[config.mk]
export PLATFORM = sky130hd
export DESIGN_NAME = dual_countdown_timer
export DESIGN_NICKNAME = d
export VERILOG_FILES = /design/src/rtl/tmr_pkg.sv /design/src/rtl/tmr_prescaler.sv /design/src/rtl/tmr_channel.sv /design/src/rtl/dual_countdown_timer.sv
export SDC_FILE = /design/constraint.sdc
export NUM_CORES = 1
export LEC_CHECK = 0
export BUFFER_PORTS_ARGS = -buffer_cell sky130_fd_sc_hd__buf_2
export CORE_AREA = 2 2 139 141
export DETAILED_ROUTE_END_ITERATION = 10
export DIE_AREA = 0 0 141 143
export PLACE_DENSITY = 0.83
export SETUP_SLACK_MARGIN = 0.05
export SYNTH_ARGS = -nofsm -noshare
export SYNTH_HDL_FRONTEND = slang
export SYNTH_SLANG_ARGS = --single-unit
[constraint.sdc]
create_clock -name clk -period 2.89 [get_ports clk]
set_input_delay 0.1445 -clock clk [delete_from_list [all_inputs] [get_ports clk]]
set_output_delay 0.1445 -clock clk [all_outputs]
set_load 0.02 [all_outputs]
[src/rtl/tmr_pkg.sv]
package tmr_pkg;
    typedef enum logic [1:0] {
        ST_IDLE  = 2'd0,
        ST_COUNT = 2'd1,
        ST_DONE  = 2'd2
    } tmr_state_e;

    localparam logic [2:0] REG_START = 3'd0;
    localparam logic [2:0] REG_VALUE = 3'd1;
    localparam logic [2:0] REG_CTRL  = 3'd2;
    localparam logic [2:0] REG_CLEAR = 3'd3;
    localparam logic [2:0] REG_RAW   = 3'd4;
    localparam logic [2:0] REG_MASKD = 3'd5;
    localparam logic [2:0] REG_BGREL = 3'd6;

    localparam int CB_ONESHOT = 0;
    localparam int CB_WIDE    = 1;
    localparam int CB_DIV_LO  = 2;
    localparam int CB_IE      = 5;
    localparam int CB_PERIOD  = 6;
    localparam int CB_EN      = 7;

    localparam logic [7:0] CTRL_RESET = 8'h20;
endpackage

[src/rtl/tmr_prescaler.sv]
module tmr_prescaler #(
    parameter int PRE_W = 8
) (
    input  logic       clk,
    input  logic       rst_n,
    input  logic       run,
    input  logic       clr,
    input  logic [1:0] div,
    output logic       step
);
    localparam logic [PRE_W-1:0] LIM_MID = PRE_W'((1 << (PRE_W / 2)) - 1);
    localparam logic [PRE_W-1:0] LIM_TOP = '1;

    logic [PRE_W-1:0] pc_q;
    logic             at_lim;

    always_comb begin
        unique case (div)
            2'b00:   at_lim = 1'b1;
            2'b01:   at_lim = (pc_q == LIM_MID);
            default: at_lim = (pc_q == LIM_TOP);
        endcase
    end

    assign step = run && !clr && at_lim;

    always_ff @(posedge clk or negedge rst_n) begin
        if (!rst_n)                  pc_q <= '0;
        else if (!run || clr || step) pc_q <= '0;
        else                         pc_q <= pc_q + 1'b1;
    end

    AST_STEP_SPACING: assert property (@(posedge clk) disable iff (!rst_n)
        (step && div != 2'b00) |=> (!step || div == 2'b00));
endmodule

[src/rtl/tmr_channel.sv]
module tmr_channel
    import tmr_pkg::*;
#(
    parameter int CNT_W  = 32,
    parameter int HALF_W = 16,
    parameter int PRE_W  = 8
) (
    input  logic             clk,
    input  logic             rst_n,
    input  logic             ld_wr,
    input  logic             bg_wr,
    input  logic             ctrl_wr,
    input  logic             clr_wr,
    input  logic [CNT_W-1:0] wdata,
    output logic [CNT_W-1:0] value_o,
    output logic [CNT_W-1:0] reload_o,
    output logic [7:0]       ctrl_o,
    output logic             ris_o,
    output logic             mis_o
);
    localparam logic [CNT_W-1:0] MASK_NARROW = {{(CNT_W-HALF_W){1'b0}}, {HALF_W{1'b1}}};
    localparam logic [CNT_W-1:0] ONE = CNT_W'(1);

    tmr_state_e       st_q, st_d;
    logic [CNT_W-1:0] cnt_q, cnt_d, rel_q, mask, cur;
    logic [7:0]       ctrl_q;
    logic             ris_q, step, hit_one;
    logic             en, oneshot, periodic, wide, ie;

    assign en       = ctrl_q[CB_EN];
    assign oneshot  = ctrl_q[CB_ONESHOT];
    assign periodic = ctrl_q[CB_PERIOD];
    assign wide     = ctrl_q[CB_WIDE];
    assign ie       = ctrl_q[CB_IE];
    assign mask     = wide ? '1 : MASK_NARROW;
    assign cur      = cnt_q & mask;

    tmr_prescaler #(.PRE_W(PRE_W)) u_pre (
        .clk   (clk),
        .rst_n (rst_n),
        .run   (st_q == ST_COUNT),
        .clr   (ld_wr),
        .div   (ctrl_q[CB_DIV_LO+1:CB_DIV_LO]),
        .step  (step)
    );

    // state register
    always_ff @(posedge clk or negedge rst_n) begin
        if (!rst_n) st_q <= ST_IDLE;
        else        st_q <= st_d;
    end

    // transitions: start, halt, expire, rearm
    always_comb begin
        st_d = st_q;
        unique case (st_q)
            ST_IDLE:  if (en) st_d = ST_COUNT;
            ST_COUNT: begin
                if (!en)                                   st_d = ST_IDLE;
                else if (oneshot && step && cur <= ONE)    st_d = ST_DONE;
            end
            ST_DONE: begin
                if (!en)                      st_d = ST_IDLE;
                else if (ld_wr || !oneshot)   st_d = ST_COUNT;
            end
            default: st_d = ST_IDLE;
        endcase
    end

    // next count
    always_comb begin
        cnt_d   = cnt_q;
        hit_one = 1'b0;
        if (ld_wr) begin
            cnt_d = wdata;
        end else if (step) begin
            if (cur == ONE) begin
                cnt_d   = '0;
                hit_one = 1'b1;
            end else if (cur == '0) begin
                if (!oneshot) cnt_d = periodic ? (rel_q & mask) : mask;
            end else begin
                cnt_d = cur - ONE;
            end
        end
    end

    always_ff @(posedge clk or negedge rst_n) begin
        if (!rst_n) begin
            cnt_q  <= '1;
            rel_q  <= '0;
            ctrl_q <= CTRL_RESET;
            ris_q  <= 1'b0;
        end else begin
            cnt_q <= cnt_d;
            if (ld_wr || bg_wr) rel_q  <= wdata;
            if (ctrl_wr)        ctrl_q <= wdata[7:0];
            if (hit_one)        ris_q  <= 1'b1;
            else if (clr_wr)    ris_q  <= 1'b0;
        end
    end

    // outputs
    always_comb begin
        value_o  = cnt_q & mask;
        reload_o = rel_q;
        ctrl_o   = ctrl_q;
        ris_o    = ris_q;
        mis_o    = ris_q & ie;
    end

    AST_LOAD_TAKES: assert property (@(posedge clk) disable iff (!rst_n)
        ld_wr |=> (cnt_q == $past(wdata)));
    AST_BG_KEEPS_COUNT: assert property (@(posedge clk) disable iff (!rst_n)
        (bg_wr && !ld_wr && !step) |=> $stable(cnt_q));
    AST_IDLE_HOLDS: assert property (@(posedge clk) disable iff (!rst_n)
        (st_q == ST_IDLE && !ld_wr) |=> $stable(cnt_q));
    AST_FLAG_ON_ONE: assert property (@(posedge clk) disable iff (!rst_n)
        (step && cur == ONE) |=> ris_q);
    AST_ONESHOT_PARKED: assert property (@(posedge clk) disable iff (!rst_n)
        (st_q == ST_DONE && !ld_wr) |=> $stable(cnt_q));
    AST_CLEAR_WORKS: assert property (@(posedge clk) disable iff (!rst_n)
        (clr_wr && !(step && cur == ONE)) |=> !ris_q);
endmodule

[src/rtl/dual_countdown_timer.sv]
module dual_countdown_timer
    import tmr_pkg::*;
#(
    parameter int N_TMR  = 2,
    parameter int CNT_W  = 32,
    parameter int HALF_W = 16,
    parameter int PRE_W  = 8,
    parameter int ADDR_W = 6
) (
    input  logic              clk,
    input  logic              rst_n,
    input  logic              bus_sel,
    input  logic              bus_wr,
    input  logic [ADDR_W-1:2] bus_addr,
    input  logic [CNT_W-1:0]  bus_wdata,
    output logic [CNT_W-1:0]  bus_rdata,
    output logic [N_TMR-1:0]  irq
);
    localparam int IDX_W = ADDR_W - 5;

    logic [IDX_W-1:0]            idx;
    logic [2:0]                  off;
    logic [N_TMR-1:0][CNT_W-1:0] rd_w;
    logic [N_TMR-1:0]            hit;

    assign idx = bus_addr[ADDR_W-1:5];
    assign off = bus_addr[4:2];

    for (genvar i = 0; i < N_TMR; i++) begin : g_tmr
        logic [CNT_W-1:0] value, reload;
        logic [7:0]       ctrl;
        logic             ris, mis, wr_here;

        assign hit[i]   = bus_sel && (idx == IDX_W'(i));
        assign wr_here  = hit[i] && bus_wr;

        tmr_channel #(.CNT_W(CNT_W), .HALF_W(HALF_W), .PRE_W(PRE_W)) u_ch (
            .clk      (clk),
            .rst_n    (rst_n),
            .ld_wr    (wr_here && off == REG_START),
            .bg_wr    (wr_here && off == REG_BGREL),
            .ctrl_wr  (wr_here && off == REG_CTRL),
            .clr_wr   (wr_here && off == REG_CLEAR),
            .wdata    (bus_wdata),
            .value_o  (value),
            .reload_o (reload),
            .ctrl_o   (ctrl),
            .ris_o    (ris),
            .mis_o    (mis)
        );

        assign irq[i] = mis;

        always_comb begin
            unique case (off)
                REG_START, REG_BGREL: rd_w[i] = reload;
                REG_VALUE:            rd_w[i] = value;
                REG_CTRL:             rd_w[i] = CNT_W'(ctrl);
                REG_RAW:              rd_w[i] = CNT_W'(ris);
                REG_MASKD:            rd_w[i] = CNT_W'(mis);
                default:              rd_w[i] = '0;
            endcase
        end

        AST_PIN_FOLLOWS_FLAG: assert property (@(posedge clk) disable iff (!rst_n)
            !ris |-> !irq[i]);
    end

    always_comb begin
        bus_rdata = '0;
        for (int i = 0; i < N_TMR; i++)
            if (hit[i]) bus_rdata = rd_w[i];
    end
endmodule

==> metrics.txt <==
I/O pins 74; Global Route Usage Sum 34.6%; Port Buffers 73; number of synthesized flops with an enable pin 0; grt total ovfl 0; Top FF cell, synth dfrtp_1; Tot Pwr 9.51 mW; post-route ant nets 0; Worst Reg-to-Reg Cells 8; Max Clock Skew 0.0104 ns; FF-to-FF End g_tmr[0].u_ch.cnt_q[6]$_DFFE_PN1P_; clock sink total 166; via count of the first global-routing pass 9,795; global-route wire length before repair 54.1 mm; Worst-path clk slew 0.07 ns; Root Driver clkbuf_16; synthesized area 10,700 sq um; Initial Util 57.5%; synth-to-layout area growth 14.8%; Worst Tran Pin Value 0.692 ns; vias 10,426; period utilization 94.7%; Clock Path Buffers 2; Worst Path Required 3.24 ns; die area 20,200 sq um; leakage 4.70 nW; Die Ht 143 um; clock buffer count from CTS 17; Max H-tree Level 4; sequential fraction of the synthesis area 39.7%; row cnt 50; met2 usage in global routing 52.9%; Antenna Cells 0; drt drc 0; post-route minimum period 2.74 ns; flop2flop setup slack 0.15 ns; mean post-synth cell area 9.08 sq um; share of post-route cells with drive strength above 1 28.3%; CORE AREA 18,600 sq um; Syn Nets 1,224; pin count of the biggest net entering global routing 69; critical path arrival 3.09 ns; worst stage delay on the critical path 0.50 ns; max cap viols 0; detailed placement HPWL 23.1 mm; Synth area leader dfrtp_1; WS Path Type reg -> reg; share of the synthesized area in the top cell type 23.4%; f_max 365 MHz; drt pass-1 iters 6; Wirelength per Cell 23.0 um; GP Congestion 0.975; Cell Chain, Critical Path nor4_2 -> and4_1 -> and3_1 -> nand2_2 -> buf_4 -> o21ai_0 -> o311ai_1 -> a31oi_1; met1 Use GR 47.4%; hold worst-path end g_tmr[1].u_ch.cnt_q[28]$_DFFE_PN1P_; met3 usage 7.65%; Die X 141 um; 1st-iter DRT viols 1,682; Synth area leaders dfrtp_1, dfstp_2, mux2_2, a22oi_1, nor2_1; status completed; cell count after synthesis 1,176; initial antenna violation count 0; VDD IR-drop max 0.474 mV; unrepaired setup endpoints after global routing yes; slowest stage cell, crit path nor4_2; Max-Slew Margin vs Limit 53.9%; Setup-failing EPs final 0; R2R Path Start g_tmr[0].u_ch.cnt_q[10]$_DFFE_PN1P_; Via density 6.99; Clk Latency, worst-skew pair 0.44 ns; Synth Register Bits 166; Crit. End Element flip-flop; Startpoint Class flip-flop; HP Class in -> reg; Fin. Hold Viols 0; fill cell count 1,433; CTS tree done; warnings from Yosys 0; busiest grt layer met2; Slew Viols, Final 0; CP max FO 30; synth unique cells 84; drt total wl 34.3 mm; fraction of registers with async set/reset 100%; Hold Path Cell Cnt 3; P per Cell Area 776 nW/um^2; setup TNS 0 ns; hold path start bus_wdata[28]; Final #Nets 1,293
## routing by layer
layer | vias to the layer above | wire (um) | part of all wire, %
met3 | 128 | 3950 | 12
li1 | 4589 | - | -
met5 | - | 0 | 0
met2 | 759 | 14900 | 43
met1 | 4950 | 13700 | 40
met4 | 0 | 1700 | 5.0
## cells in the mapped netlist (6+ instances only)
cell,count
nor2b_1,6
a32oi_1,12
dfrtp_1,100
xnor2_1,21
or3_1,24
inv_1,13
o311ai_0,18
buf_2,15
xor2_1,16
o22ai_1,40
nand4_1,6
o22a_1,7
nand3_1,31
nand2_1,108
a31oi_1,36
and3_1,7
a21oi_1,47
nor4_1,17
dfstp_2,66
o21ai_0,59
clkbuf_1,73
ha_1,8
o311a_1,6
o211ai_1,14
mux2_2,92
nor2_1,117
or4_1,6
a22oi_1,82
nor3_1,16
and2_1,6
## cell usage in the layout (no fill, tap or decap), drive strengths merged, types with 9 or more instances in the layout
cell type | Yosys | layout
a32oi | 12 | 12
a22oi | 83 | 83
nand3 | 32 | 32
or3 | 27 | 27
nor4 | 20 | 20
o211ai | 14 | 14
nor2 | 117 | 117
a31oi | 36 | 36
buf | 24 | 130
dlygate4sd3 | 0 | 17
nand2 | 110 | 111
o22ai | 40 | 40
o311ai | 18 | 18
mux2 | 92 | 92
inv | 13 | 16
dfstp | 66 | 66
and2 | 9 | 9
clkbuf | 74 | 19
xnor2 | 21 | 21
dfrtp | 100 | 100
xor2 | 16 | 16
o21ai | 63 | 63
nor3 | 17 | 17
a21oi | 47 | 47
## logic make-up (layout without fill, tap and decap cells)
| group | Yosys count | count (layout) | share of synthesized area [%] |
|---|---|---|---|
| buf+inv | 111 | 192 | 4.27 |
| simple gates | 382 | 383 | 17.5 |
| mux | 93 | 93 | 9.80 |
| compound gates | 379 | 379 | 24.8 |
| flops | 166 | 166 | 39.7 |
| fa+ha+maj | 8 | 8 | 0.938 |
| xor+xnor | 37 | 37 | 3.04 |
## flip-flops by register name, indices dropped and copies added (netlist names)
name / count
g_tmr.u_ch.cnt_q: 64
g_tmr.u_ch.st_q: 4
g_tmr.u_ch.u_pre.pc_q: 16
g_tmr.u_ch.ctrl_o: 16
g_tmr.u_ch.ris_o: 2
g_tmr.u_ch.reload_o: 64
## critical path: cells and delay by family (launching register included)
kind	cells	cell delay, ns
AO/OA/AOI/OAI	3	0.64
flip-flops	1	0.41
buffers and inverters	1	0.27
AND/OR/NAND/NOR	4	1.30
## stage by stage
step	setup slack [ns]	instances	util, %	hold slack, ns	instance area (sq um)
detailed placement	0.170	1440	61.6	0.206	11500
CTS	0.174	1489	65.8	0.00426	12200
global route	0.0583	1492	66.0	0.00840	12300
global placement	0.227	1440	61.6	0.200	11500
finish	0.153	1492	66.0	0.0117	12300
floorplan	0.400	1176	-	-0.151	10700
## where the power goes
part / switching [mW] / leakage [nW] / internal [mW]
combinational: 1.65 / 2.45 / 1.29
sequential: 0.947 / 1.96 / 3.25
clock: 1.03 / 0.290 / 1.33
## how the worst max path moves through the flow
| stage | end | depth (start not counted) | startpoint |
|---|---|---|---|
| 2_1_floorplan | g_tmr[0].u_ch.cnt_q[16]$_DFFE_PN1P_ | 9 | g_tmr[0].u_ch.cnt_q[4]$_DFFE_PN1P_ |
| 3_3_place_gp | g_tmr[0].u_ch.cnt_q[17]$_DFFE_PN1P_ | 9 | g_tmr[0].u_ch.cnt_q[10]$_DFFE_PN1P_ |
| 3_5_place_dp | g_tmr[0].u_ch.cnt_q[17]$_DFFE_PN1P_ | 9 | g_tmr[0].u_ch.cnt_q[10]$_DFFE_PN1P_ |
| 4_1_cts | g_tmr[0].u_ch.cnt_q[6]$_DFFE_PN1P_ | 6 | g_tmr[0].u_ch.cnt_q[27]$_DFFE_PN1P_ |
| 5_1_grt | g_tmr[0].u_ch.cnt_q[6]$_DFFE_PN1P_ | 8 | g_tmr[0].u_ch.cnt_q[23]$_DFFE_PN1P_ |
| 6_report | g_tmr[0].u_ch.cnt_q[6]$_DFFE_PN1P_ | 8 | g_tmr[0].u_ch.cnt_q[10]$_DFFE_PN1P_ |
## cell type report
| cell class | instances | area (sq um) | area share (%) |
|---|---|---|---|
| Clock buffer | 19 | 453 | 3.69 |
| Clock inverter | 13 | 146 | 1.19 |
| Timing Repair Buffer | 147 | 1030 | 8.42 |
| Multi-Input combinational cell | 900 | 6050 | 49.3 |
| Sequential cell | 166 | 4240 | 34.6 |
| Tap cell | 234 | 293 | 2.39 |
| Inverter | 13 | 48.8 | 0.398 |
## what timing repair did
item | CTS | global route
resized for setup | 1 | 3
pin swaps | 0 | 2
hold buffers | 17 | 0
setup endpoints to repair | 1 | 10
gates cloned | 0 | 1
buffers inserted | 0 | 2
hold endpoints to repair | 63 | 0
No activity file was read; power rests on OpenSTA's default activity.
